$ cat src/rtl/progPkg.sv
package progPkg;
  typedef enum logic [2:0] {
    OP_NONE  = 3'd0,
    OP_STORE = 3'd1,
    OP_CLEAR = 3'd2,
    OP_FILL  = 3'd3,
    OP_CLALL = 3'd4,
    OP_OPEN  = 3'd5,
    OP_CLOSE = 3'd6
  } progOp_e;

  // strobes from control to the array datapath
  typedef struct packed {
    logic capture;   // latch address, data and organization
    logic commit;    // apply the pending change this edge
    logic allWords;  // pending change targets every word
    logic fillOnes;  // pending change writes ones instead of data
  } arrayStrobe_t;
endpackage

$ cat src/rtl/progCtrl.sv
module progCtrl
  import progPkg::*;
#(
  parameter int PROG_CYCLES = 500000
) (
  input  logic         clk,
  input  logic         rstN,
  input  logic         cmdValid,
  input  logic [2:0]   cmdOp,
  input  logic         skRise,
  input  logic         csFall,
  output arrayStrobe_t stb,
  output logic         busy
);
  localparam int CNT_W = $clog2(PROG_CYCLES + 1);
  localparam logic [CNT_W-1:0] LOAD = CNT_W'(PROG_CYCLES - 1);

  progOp_e opC;
  logic permit, armed, pendAll, pendFill;
  logic accept, isProg, launch;
  logic [CNT_W-1:0] remain;

  always_comb begin
    opC    = progOp_e'(cmdOp);
    isProg = (opC == OP_STORE) || (opC == OP_CLEAR) ||
             (opC == OP_FILL)  || (opC == OP_CLALL);
    accept = cmdValid && !busy;
    launch = armed && csFall && !cmdValid && !busy;
    stb.capture  = accept && isProg && permit;
    stb.commit   = busy && (remain == '0);
    stb.allWords = pendAll;
    stb.fillOnes = pendFill;
  end

  // sticky write-permission latch
  always_ff @(posedge clk or negedge rstN) begin
    if (!rstN) permit <= 1'b0;
    else if (accept && opC == OP_OPEN) permit <= 1'b1;
    else if (accept && opC == OP_CLOSE) permit <= 1'b0;
  end

  // launch window: open after the command, closed by a clock edge or deselect
  always_ff @(posedge clk or negedge rstN) begin
    if (!rstN) begin
      armed    <= 1'b0;
      pendAll  <= 1'b0;
      pendFill <= 1'b0;
    end else if (accept) begin
      armed <= stb.capture;
      if (stb.capture) begin
        pendAll  <= (opC == OP_FILL) || (opC == OP_CLALL);
        pendFill <= (opC == OP_CLEAR) || (opC == OP_CLALL);
      end
    end else if (skRise || csFall) begin
      armed <= 1'b0;
    end
  end

  // self-timed busy interval
  always_ff @(posedge clk or negedge rstN) begin
    if (!rstN) begin
      busy   <= 1'b0;
      remain <= '0;
    end else if (launch) begin
      busy   <= 1'b1;
      remain <= LOAD;
    end else if (busy) begin
      if (remain == '0) busy <= 1'b0;
      else remain <= remain - 1'b1;
    end
  end
endmodule

$ cat src/rtl/progArray.sv
module progArray
  import progPkg::*;
#(
  parameter int WORDS  = 32,
  parameter int WORD_W = 16
) (
  input  logic              clk,
  input  logic              rstN,
  input  arrayStrobe_t      stb,
  input  logic              orgWide,
  input  logic [$clog2(WORDS):0]   cmdAddr,
  input  logic [WORD_W-1:0]        cmdData,
  input  logic [$clog2(WORDS)-1:0] rdAddr,
  output logic [WORD_W-1:0]        rdData
);
  localparam int AW     = $clog2(WORDS);
  localparam int BYTE_W = WORD_W / 2;

  logic [AW:0]       pAddr;
  logic [WORD_W-1:0] pData;
  logic              pWide;
  logic [AW-1:0]     tgtWord;
  logic              tgtHigh;
  logic [WORD_W-1:0] wideVal;
  logic [BYTE_W-1:0] byteVal;
  logic [WORD_W-1:0] mem [WORDS];

  always_ff @(posedge clk or negedge rstN) begin
    if (!rstN) begin
      pAddr <= '0;
      pData <= '0;
      pWide <= 1'b1;
    end else if (stb.capture) begin
      pAddr <= cmdAddr;
      pData <= cmdData;
      pWide <= orgWide;
    end
  end

  always_comb begin
    tgtWord = pWide ? pAddr[AW-1:0] : pAddr[AW:1];
    tgtHigh = pAddr[0];
    wideVal = stb.fillOnes ? '1 : pData;
    byteVal = stb.fillOnes ? '1 : pData[BYTE_W-1:0];
  end

  for (genvar w = 0; w < WORDS; w++) begin : gWord
    logic hit;
    logic [WORD_W-1:0] nextVal;
    always_comb begin
      hit = stb.allWords || (tgtWord == AW'(w));
      if (pWide) nextVal = wideVal;
      else if (stb.allWords) nextVal = {byteVal, byteVal};
      else if (tgtHigh) nextVal = {byteVal, mem[w][BYTE_W-1:0]};
      else nextVal = {mem[w][WORD_W-1:BYTE_W], byteVal};
    end
    always_ff @(posedge clk or negedge rstN) begin
      if (!rstN) mem[w] <= '1;
      else if (stb.commit && hit) mem[w] <= nextVal;
    end
  end

  assign rdData = mem[rdAddr];
endmodule

$ cat src/rtl/writeProgCtl.sv
module writeProgCtl
  import progPkg::*;
#(
  parameter int WORDS       = 32,
  parameter int WORD_W      = 16,
  parameter int PROG_CYCLES = 500000
) (
  input  logic                     clk,
  input  logic                     rstN,
  input  logic                     orgWide,
  input  logic                     cmdValid,
  input  logic [2:0]               cmdOp,
  input  logic [$clog2(WORDS):0]   cmdAddr,
  input  logic [WORD_W-1:0]        cmdData,
  input  logic                     skRise,
  input  logic                     csFall,
  output logic                     busy,
  input  logic [$clog2(WORDS)-1:0] rdAddr,
  output logic [WORD_W-1:0]        rdData
);
  arrayStrobe_t stb;

  progCtrl #(.PROG_CYCLES(PROG_CYCLES)) uCtrl (
    .clk(clk), .rstN(rstN), .cmdValid(cmdValid), .cmdOp(cmdOp),
    .skRise(skRise), .csFall(csFall), .stb(stb), .busy(busy)
  );

  progArray #(.WORDS(WORDS), .WORD_W(WORD_W)) uArray (
    .clk(clk), .rstN(rstN), .stb(stb), .orgWide(orgWide),
    .cmdAddr(cmdAddr), .cmdData(cmdData), .rdAddr(rdAddr), .rdData(rdData)
  );
endmodule

$ cat config.mk
export PLATFORM = sky130hd
export DESIGN_NAME = writeProgCtl
export DESIGN_NICKNAME = d
export VERILOG_FILES = /design/src/rtl/progPkg.sv /design/src/rtl/progCtrl.sv /design/src/rtl/progArray.sv /design/src/rtl/writeProgCtl.sv
export SDC_FILE = /design/constraint.sdc
export NUM_CORES = 1
export LEC_CHECK = 0
export BUFFER_PORTS_ARGS = -buffer_cell sky130_fd_sc_hd__buf_2
export CORE_UTILIZATION = 55
export CTS_CLUSTER_DIAMETER = 40
export CTS_CLUSTER_SIZE = 25
export DETAILED_ROUTE_END_ITERATION = 8
export PLACE_DENSITY = 0.74
export SYNTH_ARGS = -nofsm -noshare
export SYNTH_HDL_FRONTEND = slang
export SYNTH_SLANG_ARGS = --single-unit
$ cat constraint.sdc
create_clock -name clk -period 2.4 [get_ports clk]
set_input_delay 0.36 -clock clk [delete_from_list [all_inputs] [get_ports clk]]
set_output_delay 0.36 -clock clk [all_outputs]
set_load 0.1 [all_outputs]
==> results of run 1 <==
stage by stage:
| step | instance area [um2] | utilization (%) |
|---|---|---|
| detailed placement | 28100 | 61.6 |
| global placement | 28100 | 61.6 |
| CTS | 31400 | 68.7 |
| floorplan | 26100 | - |
| finish | 31700 | 69.3 |
| global route | 31700 | 69.3 |
layout make-up:
cell class	instances	area [um2]
Clock buffer	89	2060
Tap cell	600	751
Multi-Input combinational cell	1517	11100
Sequential cell	559	14600
Clock inverter	58	678
Timing Repair Buffer	248	2400
Inverter	6	22.5
Fill cell	3061	14000
worst min-delay path by stage:
| stage | start | endpoint | slack [ns] | depth (start not counted) |
|---|---|---|---|---|
| finish | rstN | uArray.mem[471] | 0.03 | 1 |
| detailed placement | uArray.mem[226] | uArray.mem[226] | 0.46 | 2 |
| global placement | uArray.mem[305] | uArray.mem[305] | 0.45 | 2 |
| global route | csFall | uCtrl.armed | 0.05 | 4 |
| CTS | csFall | uCtrl.armed | 0.01 | 4 |
| floorplan | rstN | uArray.pAddr[0] | 0.06 | 0 |
synthesized netlist by cell type (2+ instances only):
library cell	instances	area (um2)
a21oi_1	5	25.0
nand3_1	6	30.0
buf_1	13	48.8
mux2i_1	5	50.1
nor2_1	27	101
o21ai_0	457	2290
nand4b_1	5	43.8
o2111ai_2	24	360
buf_2	15	75.1
a22oi_1	17	128
o22ai_1	64	400
o31ai_1	3	22.5
inv_1	6	22.5
dfrtp_1	46	1150
a31oi_1	2	12.5
or3b_2	3	26.3
o211ai_1	35	263
buf_4	5	37.5
o21ai_1	70	350
or4b_2	3	30.0
or3_1	5	31.3
nor3_1	3	15.0
or2_2	3	18.8
nand2_1	529	1990
or4_1	2	15.0
mux4_2	128	2880
a211oi_1	17	128
or4bb_1	6	67.6
o2111ai_1	8	70.1
nor4_1	19	119
xor2_1	5	43.8
nand4_1	5	31.3
mux2_2	32	360
xnor2_1	3	26.3
clkbuf_1	162	608
dfstp_2	513	13500
nand3b_1	7	52.6
nand2b_1	3	18.8
cell families after synthesis:
logic type / Yosys count / synth area share [%]
AOI/OAI and AO/OA: 707 / 16.0
xor gates and xnor gates: 8 / 0.274
adders and majority gates: 1 / 0.0489
buffers and inverters: 201 / 3.09
DFF: 559 / 57.2
muxes: 165 / 12.9
and+or+nand+nor: 636 / 10.6
registers in the layout, indices dropped and copies added, names as in the netlist:
signal          flops
uArray.mem        512
uCtrl.remain       19
uArray.pData       16
uArray.pAddr        6
uArray.pWide        1
uCtrl.armed         1
uCtrl.busy          1
uCtrl.pendAll       1
uCtrl.pendFill      1
uCtrl.permit        1
layer usage:
metal	share of wire, %	vias up
li1	-	8524
met1	41	9739
met2	50	682
met3	6.9	141
met4	2.4	0
met5	0	-
critical path, cell delays in order (launching register included):
cell and delay (ns):
dfstp_2 0.53, mux4_2 0.29, o22ai_4 0.10, nor4_4 0.43
buf_12 0.23
power by group:
group          internal, uW  leakage (uW)  switching, uW
Clock                  7150       0.00132           4750
Combinational           453       0.00395            798
Sequential             9470       0.00585    0.000000128
layout by cell type (no fill, tap or decap), drive strengths merged, types with 5 or more instances in the layout:
cell	count
nand2	529
o21ai	527
dfstp	513
buf	222
mux4	128
clkbuf	91
o22ai	64
dfrtp	46
o211ai	35
mux2	32
o2111ai	32
inv	31
nor2	27
dlygate4sd3	24
nor4	20
clkinv	18
a22oi	17
a211oi	17
clkinvlp	8
nand3b	7
bufinv	7
nand3	6
or4bb	6
nand4b	5
nand4	5
mux2i	5
a21oi	5
xor2	5
or3	5
repair_timing:
| item | in CTS | in global routing |
|---|---|---|
| gates resized for setup | 63 | 49 |
| gates cloned | 0 | 1 |
| hold buffers | 24 | 0 |
| endpoints found under the hold margin | 24 | 0 |
| buffers inserted | 5 | 5 |
| pin swaps | 25 | 16 |
| setup endpoints to repair | 47 | 172 |
==> flow_metrics.env, run 1 <==
export IMPL_ys_warn_count=0
export IMPL_instances_no_fill=3077
export IMPL_r2r_start="uCtrl.remain[9]"
export IMPL_async_flop_share_pct=100
export IMPL_violations="setup timing"
export IMPL_clockRootBuffer="clkbuf_16"
export IMPL_cp_max_fo=2
export IMPL_pre_cts_ws_ns=-0.135
export IMPL_finClkSkew_ns=0.0213
export IMPL_drv_slew=0
export IMPL_min_period_ns=2.57
export IMPL_syn_nets=2314
export IMPL_worst_slew_pin_slew_ns=0.871
export IMPL_p_leak_uw=0.0111
export IMPL_ys_ff_latch=559
export IMPL_pwr_density_cell_nw_per_um2=715
export IMPL_core_area_um2=45700
export IMPL_use_met3_pct=5.40
export IMPL_ff2ff_path_depth=7
export IMPL_fin_hold_ws_ns=0.0319
export IMPL_dieWidth_um=218
export IMPL_criticalPathCategory="reg2out"
export IMPL_wirelength_um=67800
export IMPL_grt_pass1_wl_um=109000
export IMPL_grt_usage_pct=29.6
export IMPL_clk_path_buf_depth=3
export IMPL_rsz0062_at_grt="yes"
export IMPL_antenna_found_initial=0
export IMPL_fmax_mhz=389
export IMPL_grt_max_degree=76
export IMPL_port_buffers=52
export IMPL_io_pin_count=53
export IMPL_peakVddDrop_uv=518
export IMPL_clock_sinks=559
export IMPL_setup_viol=17
export IMPL_avgSynthCellArea_um2=11.2
export IMPL_start_kind="flip-flop"
export IMPL_crit_path_end_kind="output pin"
export IMPL_postRouteAntennaNets=0
export IMPL_hpwl_um=42500
export IMPL_start_util_pct=56.0
export IMPL_num_rows=78
export IMPL_overflow=0
export IMPL_cts_buffers=79
export IMPL_worstPathArrival_ns=2.21
export IMPL_area_growth_syn_to_layout_pct=23.7
export IMPL_viasPerCell=6.20
export IMPL_r2r_slack_ns=0
export IMPL_regToRegEndpoint="uArray.mem[269]"
export IMPL_dr_total_vias=19086
export IMPL_fp_dieH_um=218
export IMPL_grt_pass1_vias=19660
export IMPL_gr_usage_met2_pct=48.7
export IMPL_fin_nets=2448
export IMPL_drtIter0Drc=1546
export IMPL_yosysSeqAreaShare_pct=57.2
export IMPL_drc=0
export IMPL_fin_ws_ns=-0.168
export IMPL_dp_cells=2916
export IMPL_netlist_area_um2=25600
export IMPL_synth_edff_count=0
export IMPL_cts_max_level=3
export IMPL_wl_per_cell_um=22.0
export IMPL_status="complete, but fails checks"
export IMPL_clk_pin_slew_ns=0.06
export IMPL_tns_ns=-1.19
export IMPL_die_area_um2=47400
export IMPL_met1_usage_pct=39.6
export IMPL_drt_pass1_iter_count=6
export IMPL_fin_crit_sh_pct=107
export IMPL_antenna_cells=0
export IMPL_yosys_cell_types_count=54
export IMPL_finalHoldViolCount=0
export IMPL_p_total_uw=22600
export IMPL_cts_tree="yes"
export IMPL_worstHoldPathType="in2async"
export IMPL_routabilityCongestion=0.865
export IMPL_cp_endpoint="rdData[4]"
export IMPL_cp_startpoint="uArray.mem[404]"
export IMPL_required_ns=2.04
export IMPL_syn_inst=2277
export IMPL_layout_drive_gt1_share_pct=47.7
export IMPL_maxCapViolations=0
export IMPL_clock_latency_ns=0.62
export IMPL_grt_busiest_layer="met2"
export IMPL_relSlewSlack_pct=41.9
export IMPL_synthFlopType="dfstp_2"
(Power assumes the default switching activity.)
==> run 2, diff against run 1 <==
--- a/config.mk
+++ b/config.mk
@@ -7,4 +7,5 @@
 export LEC_CHECK = 0
 export BUFFER_PORTS_ARGS = -buffer_cell sky130_fd_sc_hd__buf_2
+export CAP_MARGIN = 10
 export CORE_UTILIZATION = 55
 export CTS_CLUSTER_DIAMETER = 40
==> constraint.sdc (replaced) <==
create_clock -name clk -period 2.4 [get_ports clk]
set_input_delay 0.12 -clock clk [delete_from_list [all_inputs] [get_ports clk]]
set_output_delay 0.12 -clock clk [all_outputs]
set_load 0.1 [all_outputs]
==> run 2 against run 1 <==
Compared with the run above: the flow now finishes without violations; clock-buffer cell count is 1 lower; worst setup slack gained 0.17 ns; clock skew is 0.0076 ns higher; final cell count down 0.36%; register-to-register slack hardly changed; first-iteration DRC count is 6.7% higher; via count about the same; sequential cell count stayed put; design area is 1.7% lower; fmax increased by 7.3%; combinational power shrank 6%.
==> flow_metrics.env, run 2 (synthesis gave the netlist of run 1 again) <==
export IMPL_crit_slowest_cell="or4_4"
export IMPL_hp_start="csFall"
export IMPL_met1_length_um=28000
export IMPL_worst_slew_pin_slew_ns=0.706
export IMPL_clk_pin_slew_ns=0.06
export IMPL_tns_ns=0
export IMPL_drt_pass1_iter_count=5
export IMPL_num_rows=78
export IMPL_postRouteAntennaNets=0
export IMPL_start_util_pct=56.0
export IMPL_antenna_cells=0
export IMPL_dieWidth_um=218
export IMPL_crit_path_end_kind="flip-flop"
export IMPL_required_ns=2.91
export IMPL_met2_length_um=33900
export IMPL_slowest_delay_ns=0.56
export IMPL_wl_per_cell_um=22.1
export IMPL_mostFrequentLayoutCells="nand2_1, dfstp_2, o21ai_0, mux4_2, buf_4"
export IMPL_clockRootBuffer="clkbuf_16"
export IMPL_cts_tree="yes"
export IMPL_clock_latency_ns=0.61
export IMPL_routed_wl_met3_um=4250
export IMPL_r2r_slack_ns=0.007
export IMPL_core_area_um2=45700
export IMPL_r2r_start="uCtrl.remain[7]"
export IMPL_overflow=0
export IMPL_fin_crit_sh_pct=99.7
export IMPL_grt_usage_pct=29.4
export IMPL_io_pin_count=53
export IMPL_maxCapViolations=0
export IMPL_hpwl_um=42200
export IMPL_grt_pass1_vias=19523
export IMPL_drc=0
export IMPL_swShare_pct=24.2
export IMPL_fin_nets=2446
export IMPL_fp_dieH_um=218
export IMPL_grt_max_degree=80
export IMPL_relSlewSlack_pct=52.7
export IMPL_layout_drive_gt1_share_pct=44.8
export IMPL_regToRegEndpoint="uArray.mem[47]"
export IMPL_highest_layer="met4"
export IMPL_final_area_um2=31100
export IMPL_cts_max_level=3
export IMPL_worstPathArrival_ns=2.91
export IMPL_intPower_uw=16600
export IMPL_holdPathStages=4
export IMPL_status="finished, final reports clean"
export IMPL_p_seq_share_pct=43.4
export IMPL_top_register="uArray.mem"
export IMPL_finalHoldViolCount=0
export IMPL_area_growth_syn_to_layout_pct=21.6
export IMPL_worstHoldPathType="in2reg"
export IMPL_wirelength_um=67700
export IMPL_power_switching_uw=5280
export IMPL_nFillCells=3192
export IMPL_clock_sinks=559
export IMPL_rsz0062_at_grt="yes"
export IMPL_drv_slew=0
export IMPL_power_frac_comb_pct=5.4
export IMPL_final_common_cell="nand2_1"
export IMPL_criticalPathCategory="reg2reg"
export IMPL_crit_chain="or4_4, buf_4, nor3b_4, buf_4, clkbuf_16, o211ai_1, buf_4, o21ai_0"
export IMPL_fmax_mhz=418
export IMPL_grt_pass1_wl_um=108000
export IMPL_dr_total_vias=19075
export IMPL_hold_end="uCtrl.remain[11]"
export IMPL_cpMostUsedCell="buf_4"
export IMPL_drtIter0Drc=1649
export IMPL_finClkSkew_ns=0.0289
export IMPL_p_leak_uw=0.0110
export IMPL_antenna_found_initial=0
export IMPL_cts_buffers=74
export IMPL_min_period_ns=2.39
export IMPL_peakVddDrop_uv=587
export IMPL_routabilityCongestion=0.902
export IMPL_ff2ff_path_depth=8
export IMPL_pwr_density_cell_nw_per_um2=702
export IMPL_port_buffers=52
export IMPL_start_kind="flip-flop"
export IMPL_die_area_um2=47400
export IMPL_placed_cell_area_um2=28000
export IMPL_setup_viol=0
export IMPL_cp_max_fo=16
export IMPL_clkPwrFrac_pct=51.2
export IMPL_top_regs="uArray.mem: 512 flops, uCtrl.remain: 19 flops, uArray.pData: 16 flops"
export IMPL_viasPerCell=6.22
export IMPL_largest_reg_flops=512
export IMPL_clk_path_buf_depth=3
-- run 2: cell count changes in the layout (fill, tap and decap cells not counted), moves of 11 or more --
cell,change
o22ai_2,-26
dlygate4sd3_1,+11
inv_6,-11
o21ai_1,+14
o22ai_1,+48
buf_4,-11
o21ai_0,-14
o22ai_4,-22
-- run 2: metal layers --
| metal | GRT usage, % | up-vias |
|---|---|---|
| met5 | 0 | - |
| met4 | 8.33 | 0 |
| met3 | 5.15 | 126 |
| met2 | 48.7 | 711 |
| met1 | 40.0 | 9733 |
| li1 | - | 8505 |
-- run 2: critical path: cells and delay by family (launching register included) --
| kind | cells | cell delay, ns |
|---|---|---|
| AO/OA/AOI/OAI | 2 | 0.32 |
| buffers and inverters | 4 | 0.75 |
| flip-flops | 1 | 0.43 |
| AND/OR/NAND/NOR | 2 | 0.81 |
-- run 2: area by class of cell --
class	count	area (um2)	area share, %
flip-flops and latches	559	14600	47.1
clock inverters	45	528	1.70
well taps	600	751	2.41
repair buffers	251	2560	8.22
multi-input cells	1517	10600	34.0
clock buffers	88	2030	6.52
inverters	6	22.5	0.0724
-- run 2: how the worst max path moves through the flow --
stage / from / to / slack (ns) / cells after the start
2_1_floorplan: rdAddr[2] / rdData[4] / 0.01 / 5
3_3_place_gp: uArray.pAddr[1] / uArray.mem[50] / 0.02 / 7
3_5_place_dp: uArray.pAddr[1] / uArray.mem[63] / -0.07 / 6
4_1_cts: uCtrl.remain[3] / uArray.mem[368] / 0.005 / 6
5_1_grt: uArray.pWide / uArray.mem[446] / -0.07 / 6
6_report: uCtrl.remain[7] / uArray.mem[47] / 0.007 / 8
-- run 2: through the flow --
stage	setup slack [ns]	cells	hold slack, ns	utilization [%]	power, uW
finish	0.00691	3066	0.0895	68.1	21800
global route	-0.0663	3066	0.120	68.1	22400
CTS	0.00511	3057	0.0623	67.7	21900
detailed placement	-0.0708	2889	0.166	61.2	10700
global placement	0.0166	2889	0.155	61.2	10700
floorplan	0.0110	2277	-0.176	-	10200
-- run 2: repair_timing --
action                                  CTS  global route
setup buffers                             0             4
endpoints found under the hold margin    86             0
endpoints found under the setup margin   24           127
gates resized for setup                   8            37
pin swaps                                 1             6
cloned                                    0             4
hold buffers                             35             0
-- run 2: power groups by stage --
stage / clock network (uW) / logic [uW] / registers, uW
finish: 11200 / 1170 / 9470
global route: 11700 / 1250 / 9470
CTS: 11300 / 1180 / 9470
detailed placement: 0 / 1140 / 9610
global placement: 0 / 1130 / 9610
floorplan: 0 / 588 / 9610
==> run 3, diff against run 2 <==
Settings changed: CORE_UTILIZATION 55 to 42, GPL_ROUTABILITY_DRIVEN set to 0, PLACE_DENSITY 0.74 to unset.
==> run 3 against run 2 <==
Compared with the run above: the run now ends with setup timing left; fmax shrank 0.69%; first-iteration DRC count down 31%; sequential share of layout area shrank 1.0 points; largest power group unchanged; highest routed layer is now met5; sequential power about the same; clock power rose by 14%.
==> flow_metrics.env, run 3 (synthesis gave the netlist of run 1 again) <==
export IMPL_status="complete, but fails checks"
export IMPL_violations="setup timing"
export IMPL_wl_per_cell_um=20.0
export IMPL_start_kind="flip-flop"
export IMPL_port_buffers=52
export IMPL_cts_tree="yes"
export IMPL_pwr_density_cell_nw_per_um2=737
export IMPL_grt_usage_pct=21.5
export IMPL_intPower_uw=18000
export IMPL_power_switching_uw=5440
export IMPL_worst_slew_pin_slew_ns=0.856
export IMPL_layout_drive_gt1_share_pct=46.0
export IMPL_clk_pin_slew_ns=0.06
export IMPL_largest_reg_flops=512
export IMPL_fp_dieH_um=249
export IMPL_start_util_pct=42.5
export IMPL_relSlewSlack_pct=43.0
export IMPL_area_growth_syn_to_layout_pct=24.2
export IMPL_fmax_mhz=415
export IMPL_power_frac_comb_pct=5.2
export IMPL_required_ns=2.28
export IMPL_met1_usage_pct=29.5
export IMPL_p_seq_share_pct=40.4
export IMPL_cp_max_fo=2
export IMPL_hpwl_um=43300
export IMPL_clock_latency_ns=0.62
export IMPL_dieWidth_um=249
export IMPL_fin_nets=2461
export IMPL_overflow=0
export IMPL_use_met3_pct=4.14
export IMPL_gr_usage_met2_pct=34.7
export IMPL_grt_pass1_wl_um=105000
export IMPL_grt_busiest_layer="met2"
export IMPL_cts_max_level=3
export IMPL_clock_sinks=559
export IMPL_peakVddDrop_uv=576
export IMPL_drtIter0Drc=1136
export IMPL_worstPathArrival_ns=2.29
export IMPL_pre_cts_ws_ns=-0.0316
export IMPL_setup_viol=1
export IMPL_postRouteAntennaNets=0
export IMPL_cts_buffers=87
export IMPL_top_register="uArray.mem"
export IMPL_die_area_um2=61900
export IMPL_finClkSkew_ns=0.0272
export IMPL_antenna_found_initial=2
export IMPL_criticalPathCategory="reg2out"
export IMPL_clk_path_buf_depth=3
export IMPL_clkPwrFrac_pct=54.4
export IMPL_final_common_cell="nand2_1"
export IMPL_grt_max_degree=81
export IMPL_core_area_um2=60200
export IMPL_grt_pass1_vias=18721
export IMPL_num_rows=90
export IMPL_wirelength_um=65400
export IMPL_clockRootBuffer="clkbuf_16"
export IMPL_ff2ff_path_depth=5
export IMPL_min_period_ns=2.41
export IMPL_drc=0
export IMPL_io_pin_count=53
export IMPL_holdPathStages=4
export IMPL_drt_pass1_iter_count=7
export IMPL_worstHoldPathType="in2reg"
export IMPL_fin_crit_sh_pct=100
export IMPL_mostFrequentLayoutCells="nand2_1, dfstp_2, o21ai_0, buf_4, mux4_2"
export IMPL_rsz0062_at_grt="yes"
export IMPL_tns_ns=-0.00973
export IMPL_finalHoldViolCount=0
export IMPL_drv_slew=0
export IMPL_p_leak_uw=0.0112
export IMPL_fin_ws_ns=-0.00973
export IMPL_maxCapViolations=0
export IMPL_top_regs="uArray.mem: 512 flops, uCtrl.remain: 19 flops, uArray.pData: 16 flops"
export IMPL_crit_path_end_kind="output pin"
export IMPL_dr_total_vias=18123
export IMPL_viasPerCell=5.53
export IMPL_swShare_pct=23.2
==> run 3: power by group through the flow <==
stage / clock network [uW] / logic, uW / registers [uW]
finish: 12800 / 1210 / 9480
global route: 13500 / 1280 / 9470
CTS: 13000 / 1220 / 9480
detailed placement: 0 / 1170 / 9610
global placement: 0 / 1150 / 9610
floorplan: 0 / 588 / 9610
==> run 3: what timing repair did <==
action	4_1_cts	5_1_grt
buffers inserted	0	5
gates resized for setup	15	37
cloned	0	2
endpoints found under the hold margin	90	0
pin swaps	3	7
hold buffers	33	0
endpoints found under the setup margin	34	204
==> run 3: final timing paths <==
| path | slack, ns | end | startpoint |
|---|---|---|---|
| max in group asynchronous | 1.40 | uArray.mem[350] | rstN |
| hold reg to reg | 0.46 | uArray.mem[428] | uArray.mem[428] |
| setup reg to reg | 0.05 | uArray.mem[492] | uArray.pWide |
| setup / recovery | -0.01 | rdData[2] | uArray.mem[2] |
| min in group asynchronous | 0.45 | uArray.mem[19] | rstN |
| hold / removal | 0.03 | uCtrl.remain[6] | csFall |
==> run 3: through the flow <==
| stage | cells | area (um2) | hold WS [ns] | total power [uW] | util [%] |
|---|---|---|---|---|---|
| after CTS | 3268 | 31600 | 0.0173 | 23700 | 52.4 |
| after detailed placement | 3078 | 28200 | 0.355 | 10800 | 46.8 |
| after floorplan | 2277 | 25800 | -0.176 | 10200 | - |
| after global routing | 3275 | 31800 | 0.0986 | 24200 | 52.8 |
| final | 3275 | 31800 | 0.0251 | 23400 | 52.8 |
| after global placement | 3078 | 28200 | 0.353 | 10800 | 46.8 |
==> run 3: layout make-up <==
type / instances / area (um2)
diodes: 1 / 2.50
inverters: 6 / 22.5
clock inverters: 53 / 628
clock buffers: 104 / 2360
multi-input cells: 1517 / 10600
fillers: 5119 / 28400
repair buffers: 253 / 2520
well taps: 782 / 978
flip-flops and latches: 559 / 14600
==> run 3: critical path, cell delays in order (launching register included) <==
cell and delay [ns]:
dfstp_2 0.37, mux4_2 0.48, o22ai_1 0.51, nor4_4 0.11
buf_12 0.19
==> run 3: layer usage <==
metal | vias to the layer above | wire (um)
met2 | 429 | 31500
met4 | 2 | 1100
met1 | 9061 | 29500
met5 | - | 13
li1 | 8551 | -
met3 | 80 | 3280
